--- src/rtl/ep0_trk_pkg.sv ---
package ep0_trk_pkg;
  // Field positions are fixed because software decodes them.
  localparam int SETUP_LSB = 29;
  localparam int PKT_BIT   = 19;

  typedef struct packed {
    logic load;
    logic decPkt;
    logic decSize;
    logic decSetup;
  } trkStrobe_t;
endpackage

--- src/rtl/ep0_trk_datapath.sv ---
module ep0_trk_datapath
  import ep0_trk_pkg::*;
#(
  parameter int SIZE_W  = 7,
  parameter int SETUP_W = 2
) (
  input  logic               clk,
  input  logic               rstN,
  input  trkStrobe_t         stb,
  input  logic [31:0]        wrData,
  input  logic [SIZE_W-1:0]  drainBytes,
  output logic [SETUP_W-1:0] setupCnt,
  output logic               pktCnt,
  output logic [SIZE_W-1:0]  xferSize,
  output logic               drainEmpties,
  output logic               setupEmpty
);
  assign drainEmpties = (drainBytes >= xferSize);
  assign setupEmpty   = (setupCnt == '0);

  always_ff @(posedge clk) begin
    if (!rstN) begin
      setupCnt <= '0;
      pktCnt   <= 1'b0;
      xferSize <= '0;
    end else if (stb.load) begin
      setupCnt <= wrData[SETUP_LSB +: SETUP_W];
      pktCnt   <= wrData[PKT_BIT];
      xferSize <= wrData[SIZE_W-1:0];
    end else begin
      if (stb.decPkt)   pktCnt   <= 1'b0;
      if (stb.decSize)  xferSize <= drainEmpties ? '0 : xferSize - drainBytes;
      if (stb.decSetup) setupCnt <= setupCnt - 1'b1;
    end
  end
endmodule

--- src/rtl/ep0_trk_ctrl.sv ---
module ep0_trk_ctrl
  import ep0_trk_pkg::*;
#(
  parameter int SIZE_W  = 7,
  parameter int MAX_PKT = 64
) (
  input  logic              clk,
  input  logic              rstN,
  input  logic              regWrEn,
  input  logic              epEnableSet,
  input  logic              pktWrPulse,
  input  logic              pktRdPulse,
  input  logic [SIZE_W-1:0] pktRdBytes,
  input  logic              setupPulse,
  input  logic              drainEmpties,
  input  logic              setupEmpty,
  output trkStrobe_t        stb,
  output logic              epEnable,
  output logic              xferIrq,
  output logic              setupOvf
);
  localparam logic [SIZE_W:0] MAX_PKT_V = MAX_PKT[SIZE_W:0];

  logic shortPkt;
  logic xferDone;

  always_comb begin
    shortPkt     = {1'b0, pktRdBytes} < MAX_PKT_V;
    stb.load     = !epEnable && regWrEn;
    stb.decPkt   = epEnable && pktWrPulse;
    stb.decSize  = epEnable && pktRdPulse;
    stb.decSetup = epEnable && setupPulse && !setupEmpty;
    xferDone     = stb.decSize && (drainEmpties || shortPkt);
  end

  always_ff @(posedge clk) begin
    if (!rstN) begin
      epEnable <= 1'b0;
      xferIrq  <= 1'b0;
      setupOvf <= 1'b0;
    end else begin
      xferIrq  <= xferDone;
      setupOvf <= epEnable && setupPulse && setupEmpty;
      if (xferDone)                      epEnable <= 1'b0;
      else if (!epEnable && epEnableSet) epEnable <= 1'b1;
    end
  end
endmodule

--- src/rtl/ep0_out_xfer_tracker.sv ---
module ep0_out_xfer_tracker
  import ep0_trk_pkg::*;
#(
  parameter int SIZE_W  = 7,
  parameter int SETUP_W = 2,
  parameter int MAX_PKT = 64
) (
  input  logic              clk,
  input  logic              rstN,
  input  logic              regWrEn,
  input  logic [31:0]       regWrData,
  output logic [31:0]       regRdData,
  input  logic              epEnableSet,
  output logic              epEnable,
  input  logic              pktWrPulse,
  input  logic              pktRdPulse,
  input  logic [SIZE_W-1:0] pktRdBytes,
  input  logic              setupPulse,
  output logic              xferIrq,
  output logic              setupOvf
);
  trkStrobe_t         stb;
  logic [SETUP_W-1:0] setupCnt;
  logic               pktCnt;
  logic [SIZE_W-1:0]  xferSize;
  logic               drainEmpties;
  logic               setupEmpty;

  ep0_trk_ctrl #(.SIZE_W(SIZE_W), .MAX_PKT(MAX_PKT)) u_ctrl (
    .clk(clk), .rstN(rstN), .regWrEn(regWrEn), .epEnableSet(epEnableSet),
    .pktWrPulse(pktWrPulse), .pktRdPulse(pktRdPulse), .pktRdBytes(pktRdBytes),
    .setupPulse(setupPulse), .drainEmpties(drainEmpties), .setupEmpty(setupEmpty),
    .stb(stb), .epEnable(epEnable), .xferIrq(xferIrq), .setupOvf(setupOvf)
  );

  ep0_trk_datapath #(.SIZE_W(SIZE_W), .SETUP_W(SETUP_W)) u_dp (
    .clk(clk), .rstN(rstN), .stb(stb), .wrData(regWrData), .drainBytes(pktRdBytes),
    .setupCnt(setupCnt), .pktCnt(pktCnt), .xferSize(xferSize),
    .drainEmpties(drainEmpties), .setupEmpty(setupEmpty)
  );

  always_comb begin
    regRdData = '0;
    regRdData[SIZE_W-1:0]           = xferSize;
    regRdData[PKT_BIT]              = pktCnt;
    regRdData[SETUP_LSB +: SETUP_W] = setupCnt;
  end
endmodule

--- config.mk ---
export PLATFORM = sky130hd
export DESIGN_NAME = ep0_out_xfer_tracker
export DESIGN_NICKNAME = d
export VERILOG_FILES = /design/src/rtl/ep0_trk_pkg.sv /design/src/rtl/ep0_trk_datapath.sv /design/src/rtl/ep0_trk_ctrl.sv /design/src/rtl/ep0_out_xfer_tracker.sv
export SDC_FILE = /design/constraint.sdc
export NUM_CORES = 1
export LEC_CHECK = 0
export BUFFER_PORTS_ARGS = -buffer_cell sky130_fd_sc_hd__buf_2
export CAP_MARGIN = 20
export CORE_AREA = 4 4 58 60
export CTS_CLUSTER_DIAMETER = 200
export DETAILED_ROUTE_END_ITERATION = 10
export DIE_AREA = 0 0 62 64
export PLACE_DENSITY = 0.89
export SLEW_MARGIN = 20
export SYNTH_ARGS = -nofsm -noshare
export SYNTH_HDL_FRONTEND = slang
export SYNTH_HIERARCHICAL = 1
export SYNTH_SLANG_ARGS = --single-unit
--- constraint.sdc ---
create_clock -name clk -period 3.5 [get_ports clk]
set_input_delay 0.175 -clock clk [delete_from_list [all_inputs] [get_ports clk]]
set_output_delay 0.175 -clock clk [all_outputs]
set_load 0.01 [all_outputs]
---- After elaboration in Yosys (flattened, before gate mapping) ----
Cells that the tools add are included.
W data, S select, Z words.
storage, ports and cells
  bits in writable memories ............... 0
  bits in read-only memories .............. 0
  word-level logic and storage cells ...... 34
  memories kept ........................... 0
  latch bits .............................. 0
  register bits ........................... 13
cells by class
  eq/ne operators ......................... 0
  multiplexer cells ....................... 7
  shift operators ......................... 0
  magnitude comparators ................... 2
  $add $sub $neg .......................... 2
  multiply operators ...................... 0
  reductions and logical operators ........ 16
  bitwise operators ....................... 1
  divide/modulo/power cells ............... 0
operator list
  cell                   number
  $mux W7                3
  $logic_and A1 B1 Y1    8
  $ge A7 B7 Y1           1
  $lt A7 B7 Y1 const B   1
  $sub A7 B7 Y7          1
  $reduce_bool A2 Y1     3
  $mux W2                2
  $logic_not A1 Y1       2
  $logic_not A2 Y1       1
  $mux W1                2
  $reduce_or A2 Y1       1
  $sub A2 B1 Y2 const B  1
  $logic_or A1 B1 Y1     1
  $not A1 Y1             1

---- Logic depth before layout (Yosys ltp) ----
Gate-level depths: netlist (run 1).
  word-level depth ........................ 5
  gate-level depth with buffers ........... 9
  mapped depth without buffers ............ 8

---- By module ----
The synthesis (run 1) kept the hierarchy.
modules (own cells, without submodules)
  module                area an instance (um2)  instances  sequential area each (um2)  cells each
  ep0_trk_datapath      889.6                   1          200.2                       111
  ep0_out_xfer_tracker  176.4                   1          0.0                         24
  ep0_trk_ctrl          122.6                   1          60.1                        14

---- Worst setup path before layout (run 1) ----
Ideal clock, no wire load.
  kind .................................... register -> register
  start ................................... reg u_dp.xferSize[0]
  end ..................................... reg u_ctrl.xferIrq
  arrival time ............................ 1706 ps
  setup time .............................. 116 ps
  path buffers ............................ 0
  cell stages (with the launch flop) ...... 9
  setup slack ............................. 1678 ps
  cells stage by stage .................... dfxtp_1 inv_1 ha_1 nand2b_1 a21o_1 a211oi_2 inv_1 nand2b_1 and3_1
on the way
  word-level cells in the longest chain between the ends .. 3
RTL lines
  what                    line                        text
  from (decl)             ep0_trk_datapath.sv:14      output logic [SIZE_W-1:0] xferSize,
  from (signal assigned)  ep0_trk_datapath.sv:29      xferSize <= wrData[SIZE_W-1:0];
  from (signal assigned)  ep0_trk_datapath.sv:32      if (stb.decSize) xferSize <= drainEmpties ? '0 : xferSize - drainBytes;
  $ge A7 B7 Y1            ep0_trk_datapath.sv:18      assign drainEmpties = (drainBytes >= xferSize);
  via drainEmpties        ep0_out_xfer_tracker.sv:26  logic drainEmpties;
  $logic_or A1 B1 Y1      ep0_trk_ctrl.sv:33          xferDone = stb.decSize && (drainEmpties || shortPkt);
  $logic_and A1 B1 Y1     ep0_trk_ctrl.sv:33
  to (signal assigned)    ep0_trk_ctrl.sv:42          xferIrq <= xferDone;
  to (decl)               ep0_trk_ctrl.sv:19          output logic xferIrq,
The timed path passes the listed nets, and every way through them passes these cells.
A chain may end at the register's enable or synchronous reset.

---- Final worst setup path (run 1) ----
  start ................................... reg u_dp.xferSize[2]
  end ..................................... reg u_ctrl.xferIrq
Same word-level chain as after synthesis.

==> results_dict.tcl, run 1 <==
set metrics [dict create \
    dp_cells 211 \
    vias 1067 \
    crit_path_start "u_dp/xferSize[2]$_SDFFE_PN0P_" \
    use_met2 0.219 \
    slowest_stage "a211oi_2" \
    track_usage 0.135 \
    final_util 0.451 \
    port_buffers 36 \
    cpLargestDelayFamily "compound AO/OA/AOI/OAI gates" \
    die_x_um 62 \
    synth-edff-count 0 \
    cts_tree "done" \
    synthArstFlopShare 0 \
    finalCritPeriodShare 0.572 \
    total_power_uw 394 \
    path_cells "ha_1 > o21ai_1 > a21o_1 > a211oi_2 > inv_1 > nand2b_1 > and3_1" \
    cts_setup_buffers 0 \
    yosysMostFrequentCell "buf_4" \
    clockBufferDepth 2 \
    critPathRequiredTime_ps 3670 \
    dominantRegCellSynth "dfxtp_1" \
    dr.pass1.iters 4 \
    synth-seq-area-share 0.219 \
    synth_top_area_cell "dfxtp_1" \
    worst_hold_path_type "primary input to flop" \
    num_rows 20 \
    worst_ep_arrival_time_ps 2180 \
    first_iter_violations 27 \
    fillers 293 \
    timing.final.ws_setup_ps 1500 \
    grt_pass1_vias 989 \
    finalNetCount 238 \
    outcome "complete, no violations" \
    whs_ps 148 \
    synthToLayoutAreaGrowth_pct 11.1 \
    postRouteAntennaNets 0 \
    power-per-cell-area_nw_per_um2 299 \
    core_area_um2 2930 \
    use_met1 0.171 \
    die_y_um 64 \
    post_cts_resize_count 0 \
    synth_area_leaders "dfxtp_1, buf_4, ha_1, a21oi_1, a21boi_1" \
    rr_worst_depth 7 \
    gp_congestion 0.833 \
    synth-seq-cells 13 \
    vias_per_cell 4.96 \
    worstMarginPinSlew_ps 535 \
    finalCriticalPeriod_ps 2000 \
    root_buffer "clkbuf_4" \
    synthCells 149 \
    drc 0 \
    synth.distinct_cells 39 \
    ctsHoldBuffers 0 \
    busiest_layer "met2" \
    cp.depth 7 \
    drv_slew 0 \
    crit_fanout 8 \
    critical_path_class "flop to flop" \
    antenna_found_initial 0 \
    maxCapViolations 0 \
    synth_top_cell_area_share 0.219 \
    cts_buffers 3 \
    fin_skew_ps 1.55 \
    netlist_area_um2 1190 \
    drive_gt1_frac 0.258 \
    hold_violations 0 \
    grt_pass1_wl_um 4170 \
    drt-total-wl_um 2500 \
    avgSynthCellArea_um2 7.98 \
    setup_tns_ps 0 \
    die_area_um2 3970 \
    max_clock_freq_mhz 499 \
    synth_warnings 6 \
    fin_area_um2 1320 \
    ir_drop_v 0.000203 \
    cpPeakStageDelay_ps 480 \
    startpoint_type "flop" \
    diodes 0 \
    rsz0062_at_grt "false" \
    cp_num_buf_inv 1 \
    synth_common_cells "buf_4, dfxtp_1, inv_1" \
    holdPathStages 3 \
    place_area_um2 1290 \
    clk_latency_ps 270 \
    io_pins 81 \
    cts.sinks 13 \
    finalNonFillerCells 215 \
    use_met3 0.0465 \
    hold_path_startpoint "regWrData[30]" \
    pre_cts_slack_ps 1540 \
    post_drt_wl_per_cell_um 11.6 \
    p_leak_nw 0.625 \
    dp_hpwl_um 2040 \
    grt_max_degree 22 \
    slew_headroom 0.643 \
    regToRegStartpoint "u_dp/xferSize[2]$_SDFFE_PN0P_" \
    overflow 0 \
    htreeDepth 1 \
    setup_viol 0 \
    path_clk_slew_ps 80 \
    start_util 0.406 \
    end_kind "flop" \
]
## registers in the layout, summed over array words and instances (netlist names)
signal           count
u_ctrl/epEnable      1
u_ctrl/setupOvf      1
u_ctrl/xferIrq       1
u_dp/pktCnt          1
u_dp/setupCnt        2
u_dp/xferSize        7
## layout by cell type, fill, tap and decap left out, types with 4 or more instances in the layout
| cell | synthesis | final |
|---|---|---|
| a21boi_1 | 7 | 7 |
| a21oi_1 | 11 | 11 |
| buf_2 | 0 | 36 |
| conb_1 | 1 | 22 |
| dfxtp_1 | 13 | 13 |
| ha_1 | 8 | 8 |
| inv_1 | 13 | 13 |
| nand2_1 | 4 | 4 |
| nand2b_1 | 5 | 5 |
| nand3_1 | 4 | 4 |
| nor2_1 | 6 | 6 |
| nor2b_1 | 5 | 5 |
| nor3b_1 | 7 | 7 |
## kinds of logic (layout without fill, tap and decap cells)
group / after synthesis / count (layout) / synth area share
fa+ha+maj: 9 / 9 / 0.101
simple gates: 45 / 45 / 0.234
other cells: 1 / 22 / 0.00315
buf+inv: 41 / 53 / 0.205
xor+xnor: 2 / 2 / 0.0147
compound gates: 38 / 38 / 0.223
flops: 13 / 13 / 0.219
## worst paths after layout
kind,to,slack (ps)
worst max-delay path,u_ctrl/xferIrq$_SDFF_PN0_,1500
worst min-delay path,u_dp/setupCnt[1]$_SDFFE_PN0P_,150
worst max register to register,u_ctrl/xferIrq$_SDFF_PN0_,1500
worst min register to register,u_ctrl/setupOvf$_SDFF_PN0_,550
## power by group
group / total [mW] / internal [mW] / switching, mW / leakage, nW
clock network: 0.0922 / 0.0442 / 0.0480 / 0.0150
logic: 0.139 / 0.0612 / 0.0777 / 0.503
registers: 0.163 / 0.157 / 0.00624 / 0.107
## worst register-to-register path: cells and delay by family, from the launching register on
kind | cells | cell delay, ps
flip-flops | 1 | 330
buffers and inverters | 1 | 70
AND/OR/NAND/NOR | 2 | 330
AO/OA/AOI/OAI | 3 | 790
adder cells (fa/ha/maj) | 1 | 380
## cell type report
cell class | instances | area, um^2 | share of cell area
timing repair buffer | 36 | 180 | 0.136
tap | 33 | 41.3 | 0.0313
sequential | 13 | 260 | 0.197
multi-input combinational | 116 | 763 | 0.578
inverter | 13 | 48.8 | 0.0370
clock buffer | 4 | 26.3 | 0.0199
## metal layers
layer  wire length (um)  vias up
met5                  0        -
met4                 10        0
met3                229        2
met2               1190       41
met1               1070      482
li1                   -      542
(Power assumes the default switching activity.)
==> inputs of run 2 (changes only) <==
--- a/config.mk
+++ b/config.mk
@@ -7,11 +7,11 @@
 export LEC_CHECK = 0
 export BUFFER_PORTS_ARGS = -buffer_cell sky130_fd_sc_hd__buf_2
 export CAP_MARGIN = 20
-export CORE_AREA = 4 4 58 60
+export CORE_AREA = 4 4 59 61
 export CTS_CLUSTER_DIAMETER = 200
 export DETAILED_ROUTE_END_ITERATION = 10
-export DIE_AREA = 0 0 62 64
-export PLACE_DENSITY = 0.89
+export DIE_AREA = 0 0 63 65
+export PLACE_DENSITY = 0.87
 export SLEW_MARGIN = 20
 export SYNTH_ARGS = -nofsm -noshare
 export SYNTH_HDL_FRONTEND = slang
==> constraint.sdc (replaced) <==
create_clock -name clk -period 1.93 [get_ports clk]
set_input_delay 0.0965 -clock clk [delete_from_list [all_inputs] [get_ports clk]]
set_output_delay 0.0965 -clock clk [all_outputs]
set_load 0.01 [all_outputs]
==> results_dict.tcl, run 2 (synthesized netlist as in run 1, its figures left out) <==
set metrics [dict create \
    outcome "complete, no violations" \
    startpoint_type "flop" \
    p_leak_nw 0.640 \
    synthToLayoutAreaGrowth_pct 13.4 \
    post_cts_resize_count 0 \
    ctsHoldBuffers 0 \
    min_to "u_ctrl/setupOvf$_SDFF_PN0_" \
    swShare 0.332 \
    drive_gt1_frac 0.276 \
    die_area_um2 4100 \
    fin_skew_ps 1.80 \
    grt_max_degree 21 \
    cts.sinks 13 \
    power-per-cell-area_nw_per_um2 538 \
    dr.pass1.iters 4 \
    cts_setup_buffers 0 \
    cts_tree "done" \
    antenna_found_initial 0 \
    worst_ep_arrival_time_ps 2030 \
    hold_violations 0 \
    final_common_cell "buf_2" \
    drt-total-wl_um 2540 \
    max_clock_freq_mhz 548 \
    critPathRequiredTime_ps 2140 \
    die_y_um 65 \
    htreeDepth 1 \
    core_area_um2 2980 \
    path_clk_slew_ps 80 \
    slew_headroom 0.628 \
    vias 1099 \
    dp_hpwl_um 2090 \
    maxCapViolations 0 \
    postRouteAntennaNets 0 \
    pwr-share-comb 0.363 \
    worst_hold_path_type "primary input to flop" \
    die_x_um 63 \
    vias_per_cell 5.04 \
    end_kind "flop" \
    post_drt_wl_per_cell_um 11.6 \
    r2r_end "u_dp/xferSize[6]$_SDFFE_PN0P_" \
    cts_buffers 3 \
    setup_viol 0 \
    rsz0062_at_grt "false" \
    first_iter_violations 8 \
    drv_slew 0 \
    r2r_slack_ps 110 \
    clk_latency_ps 270 \
    num_rows 20 \
    ir_drop_v 0.000416 \
    grt_pass1_vias 1011 \
    setup_tns_ps 0 \
    power_frac_seq 0.408 \
    hold_path_startpoint "setupPulse" \
    root_buffer "clkbuf_4" \
    worstMarginPinSlew_ps 556 \
    port_buffers 36 \
    gp_congestion 0.849 \
    rr_worst_depth 8 \
    drc 0 \
    finalNonFillerCells 218 \
    finalNetCount 241 \
    biggestRegsByFlops "u_dp/xferSize x7, u_dp/setupCnt x2" \
    largest_register_ffs 7 \
    regToRegStartpoint "u_dp/xferSize[0]$_SDFFE_PN0P_" \
    clkPwrFrac 0.229 \
    dp_cells 214 \
    overflow 0 \
    finalCriticalPeriod_ps 1820 \
    crit_fanout 3 \
    clockBufferDepth 2 \
    finalCritPeriodShare 0.945 \
    io_pins 81 \
    p_switching_uw 241 \
    top_register "u_dp/xferSize" \
    grt_pass1_wl_um 4190 \
    intPower_uw 484 \
    diodes 0 \
    track_usage 0.124 \
    critical_path_class "flop to flop" \
    holdPathStages 3 \
    layout_common_cells "buf_2, conb_1, dfxtp_1, inv_1, a21oi_1" \
    start_util 0.399 \
]
[run 2: cell count changes in the layout (fill, tap and decap cells not counted)]
cell,change
a2111oi_0,-2
a2111oi_1,+2
buf_4,+3
fa_1,-1
fa_2,+1
o311ai_0,-1
o311ai_1,+1
[run 2: worst max path at each step]
| stage | start | end | slack (ps) | cells past startpoint |
|---|---|---|---|---|
| 3_3_place_gp | u_dp/xferSize[0]$_SDFFE_PN0P_ | u_dp/xferSize[6]$_SDFFE_PN0P_ | 110 | 8 |
| 4_1_cts | u_dp/xferSize[0]$_SDFFE_PN0P_ | u_dp/xferSize[6]$_SDFFE_PN0P_ | 20 | 8 |
| 3_5_place_dp | u_dp/xferSize[0]$_SDFFE_PN0P_ | u_dp/xferSize[6]$_SDFFE_PN0P_ | 40 | 8 |
| 2_1_floorplan | u_dp/xferSize[0]$_SDFFE_PN0P_ | u_ctrl/xferIrq$_SDFF_PN0_ | 110 | 8 |
| 5_1_grt | u_dp/xferSize[0]$_SDFFE_PN0P_ | u_dp/xferSize[3]$_SDFFE_PN0P_ | 20 | 8 |
| 6_report | u_dp/xferSize[0]$_SDFFE_PN0P_ | u_dp/xferSize[6]$_SDFFE_PN0P_ | 110 | 8 |
[run 2: per-stage QoR]
step	utilization	power (mW)	hold WS, ps	setup WS, ps	area, um^2
finish	0.453	0.725	74.8	106	1350
global route	0.453	0.780	78.5	15.0	1350
CTS	0.451	0.726	67.9	20.1	1340
detailed placement	0.442	0.560	359	38.2	1320
global placement	0.442	0.551	350	112	1320
floorplan	-	0.518	217	108	1270
[run 2: cell type report]
class,count,area [um^2]
Tap cell,33,41.3
Timing Repair Buffer,39,203
Clock buffer,4,26.3
Multi-Input combinational cell,116,768
Fill cell,310,1630
Inverter,13,48.8
Sequential cell,13,260
[run 2: critical path, stage by stage, from the launching register on]
cell      delay, ps
dfxtp_1         310
inv_1            70
ha_1            190
fa_2            260
nor2b_4          50
o31a_2          300
o311ai_1        290
nand3_1         120
a21boi_1        160
[run 2: power groups by stage]
stage	logic (mW)	clock network (mW)	registers, mW
5_1_grt	0.295	0.186	0.299
3_5_place_dp	0.258	0	0.302
2_1_floorplan	0.210	0	0.308
6_report	0.263	0.166	0.296
3_3_place_gp	0.249	0	0.302
4_1_cts	0.259	0.171	0.296
[run 2: metal layers]
metal | vias to the layer above | routed length [um] | GRT usage | share of wire
met4 | 0 | 0 | 0.0193 | 0
li1 | 552 | - | - | -
met5 | - | 0 | 0 | 0
met1 | 501 | 1080 | 0.139 | 0.43
met3 | 0 | 213 | 0.0399 | 0.084
met2 | 46 | 1240 | 0.232 | 0.49
==> inputs of run 3 (changes only) <==
--- a/config.mk
+++ b/config.mk
@@ -7,13 +7,12 @@
 export LEC_CHECK = 0
 export BUFFER_PORTS_ARGS = -buffer_cell sky130_fd_sc_hd__buf_2
 export CAP_MARGIN = 20
-export CORE_AREA = 4 4 59 61
+export CORE_AREA = 2 2 57 59
 export CTS_CLUSTER_DIAMETER = 200
 export DETAILED_ROUTE_END_ITERATION = 10
-export DIE_AREA = 0 0 63 65
-export PLACE_DENSITY = 0.87
+export DIE_AREA = 0 0 59 61
+export PLACE_DENSITY = 0.88
 export SLEW_MARGIN = 20
 export SYNTH_ARGS = -nofsm -noshare
 export SYNTH_HDL_FRONTEND = slang
-export SYNTH_HIERARCHICAL = 1
 export SYNTH_SLANG_ARGS = --single-unit
==> constraint.sdc (replaced) <==
create_clock -name clk -period 1.87 [get_ports clk]
set_input_delay 0.0935 -clock clk [delete_from_list [all_inputs] [get_ports clk]]
set_output_delay 0.0935 -clock clk [all_outputs]
set_load 0.01 [all_outputs]
==> results_dict.tcl, run 3 <==
set metrics [dict create \
    dominantRegCellSynth "dfxtp_1" \
    vias 1031 \
    worstMarginPinSlew_ps 505 \
    cts_buffers 3 \
    clockBufferDepth 2 \
    place_area_um2 1330 \
    core_area_um2 2950 \
    outcome "complete, no violations" \
    synth_warnings 0 \
    startpoint_type "flop" \
    crit_fanout 7 \
    top_register "u_dp.xferSize" \
    setup_viol 0 \
    synth-edff-count 0 \
    finalNetCount 240 \
    netlist_area_um2 1220 \
    cts_tree "done" \
    finalCriticalPeriod_ps 1740 \
    layout_common_cells "buf_2, conb_1, nand2_1, dfxtp_1, inv_1" \
    whs_ps 61.3 \
    final-seq-area_um2 260 \
    synth-seq-area-share 0.213 \
    finalCritPeriodShare 0.929 \
    maxCapViolations 0 \
    die_y_um 61 \
    rsz0062_at_grt "false" \
    grt_pass1_vias 839 \
    post_drt_wl_per_cell_um 11.1 \
    synth.distinct_cells 42 \
    setup_tns_ps 0 \
    finalNonFillerCells 217 \
    synthCells 145 \
    synth_top_cell_area_share 0.213 \
    synth_top_area_cell "dfxtp_1" \
    drc 0 \
    overflow 0 \
    grt_pass1_wl_um 3590 \
    cts.sinks 13 \
    track_usage 0.135 \
    critical_path_class "flop to flop" \
    slew_headroom 0.663 \
    dp_hpwl_um 1940 \
    root_buffer "clkbuf_4" \
    htreeDepth 1 \
    start_util 0.414 \
    first_iter_violations 22 \
    gp_congestion 0.778 \
    worst_hold_path_type "primary input to flop" \
    critPathRequiredTime_ps 2050 \
    worst_ep_arrival_time_ps 1920 \
    end_kind "flop" \
    hold_violations 0 \
    fin_area_um2 1380 \
    largest_register_ffs 7 \
    yosysMostFrequentCell "buf_4" \
    num_rows 20 \
    synthToLayoutAreaGrowth_pct 12.9 \
    synth_common_cells "buf_4, dfxtp_1, nand2_1" \
    multiInputGateArea_um2 788 \
    drt-total-wl_um 2410 \
    avgSynthCellArea_um2 8.42 \
    diodes 0 \
    fin_skew_ps 7.38 \
    max_clock_freq_mhz 576 \
    fillers 300 \
    io_pins 81 \
    biggestRegsByFlops "u_dp.xferSize x7, u_dp.setupCnt x2" \
    die_x_um 59 \
    drv_slew 0 \
    cts_setup_buffers 0 \
    power-per-cell-area_nw_per_um2 581 \
    drive_gt1_frac 0.299 \
    synthArstFlopShare 0 \
    p_leak_nw 0.693 \
    dp_cells 213 \
    antenna_found_initial 0 \
    final_common_cell "buf_2" \
    synth-seq-cells 13 \
    synth_area_leaders "dfxtp_1, buf_4, ha_1, mux2i_1, nand2_1" \
    die_area_um2 3600 \
    vias_per_cell 4.75 \
    dr.pass1.iters 4 \
    ir_drop_v 0.000378 \
    path_clk_slew_ps 90 \
    grt_max_degree 18 \
    clk_latency_ps 290 \
    postRouteAntennaNets 0 \
    port_buffers 36 \
    ctsHoldBuffers 0 \
]
run 3: changes by cell type after synthesis, moves of 4 or more:
cell	before	now
nand2_1	4	13
a21boi_1	7	0
mux2i_1	0	7
a21oi_1	11	5
o22ai_1	1	7
nor3b_1	7	2
o21ai_0	3	8
clkbuf_1	4	0
run 3: metal layers:
metal,part of all wire,track usage
met5,0,0
met4,0.014,0.0487
met3,0.067,0.0405
met2,0.45,0.219
met1,0.47,0.172
run 3: timing repair:
| action | in CTS | in global routing |
|---|---|---|
| resized for setup | 0 | 4 |
| setup endpoints to repair | 0 | 2 |
| hold endpoints to repair | 0 | 0 |
run 3: through the flow:
| stage | utilization | setup slack (ps) | power (mW) |
|---|---|---|---|
| 6_report | 0.467 | 134 | 0.802 |
| 3_3_place_gp | 0.451 | 47.6 | 0.607 |
| 3_5_place_dp | 0.451 | 41.9 | 0.613 |
| 4_1_cts | 0.460 | 3.41 | 0.801 |
| 2_1_floorplan | - | 85.8 | 0.571 |
| 5_1_grt | 0.467 | 21.4 | 0.860 |
run 3: final timing paths:
| check | slack [ps] | start | endpoint | depth (start not counted) |
|---|---|---|---|---|
| max | 130 | u_dp.xferSize[3]$_SDFFE_PN0P_ | u_dp.xferSize[1]$_SDFFE_PN0P_ | 6 |
| min | 60 | regWrData[30] | u_dp.setupCnt[1]$_SDFFE_PN0P_ | 3 |
| max reg2reg | 130 | u_dp.xferSize[3]$_SDFFE_PN0P_ | u_dp.xferSize[1]$_SDFFE_PN0P_ | 6 |
| min reg2reg | 530 | u_dp.xferSize[2]$_SDFFE_PN0P_ | u_dp.xferSize[2]$_SDFFE_PN0P_ | 2 |
run 3: cells by family after synthesis:
logic type                 Yosys count  synth area share
AOI/OAI and AO/OA                   35             0.204
muxes                                8            0.0666
xor gates and xnor gates             3            0.0215
other                                1           0.00307
DFF                                 13             0.213
buffers and inverters               38             0.223
and+or+nand+nor                     38             0.170
adders and majority gates            9            0.0984
run 3: final cells by class:
type | instances | area share
Multi-Input combinational cell | 115 | 0.572
Sequential cell | 13 | 0.189
Timing Repair Buffer | 42 | 0.163
Tap cell | 33 | 0.0299
Inverter | 10 | 0.0272
Clock buffer | 4 | 0.0191
run 3: worst max-delay path, cell delays in order, from the launching register on:
cell and delay (ps):
dfxtp_1 330, ha_1 360, a21o_2 240, a21oi_2 200
a31oi_4 150, nor3b_1 170, o21a_1 170
run 3: power breakdown:
group	internal (mW)	total [mW]	switching, mW	leakage (nW)
registers	0.297	0.317	0.0204	0.107
logic	0.139	0.301	0.162	0.571
clock network	0.0830	0.184	0.101	0.0150
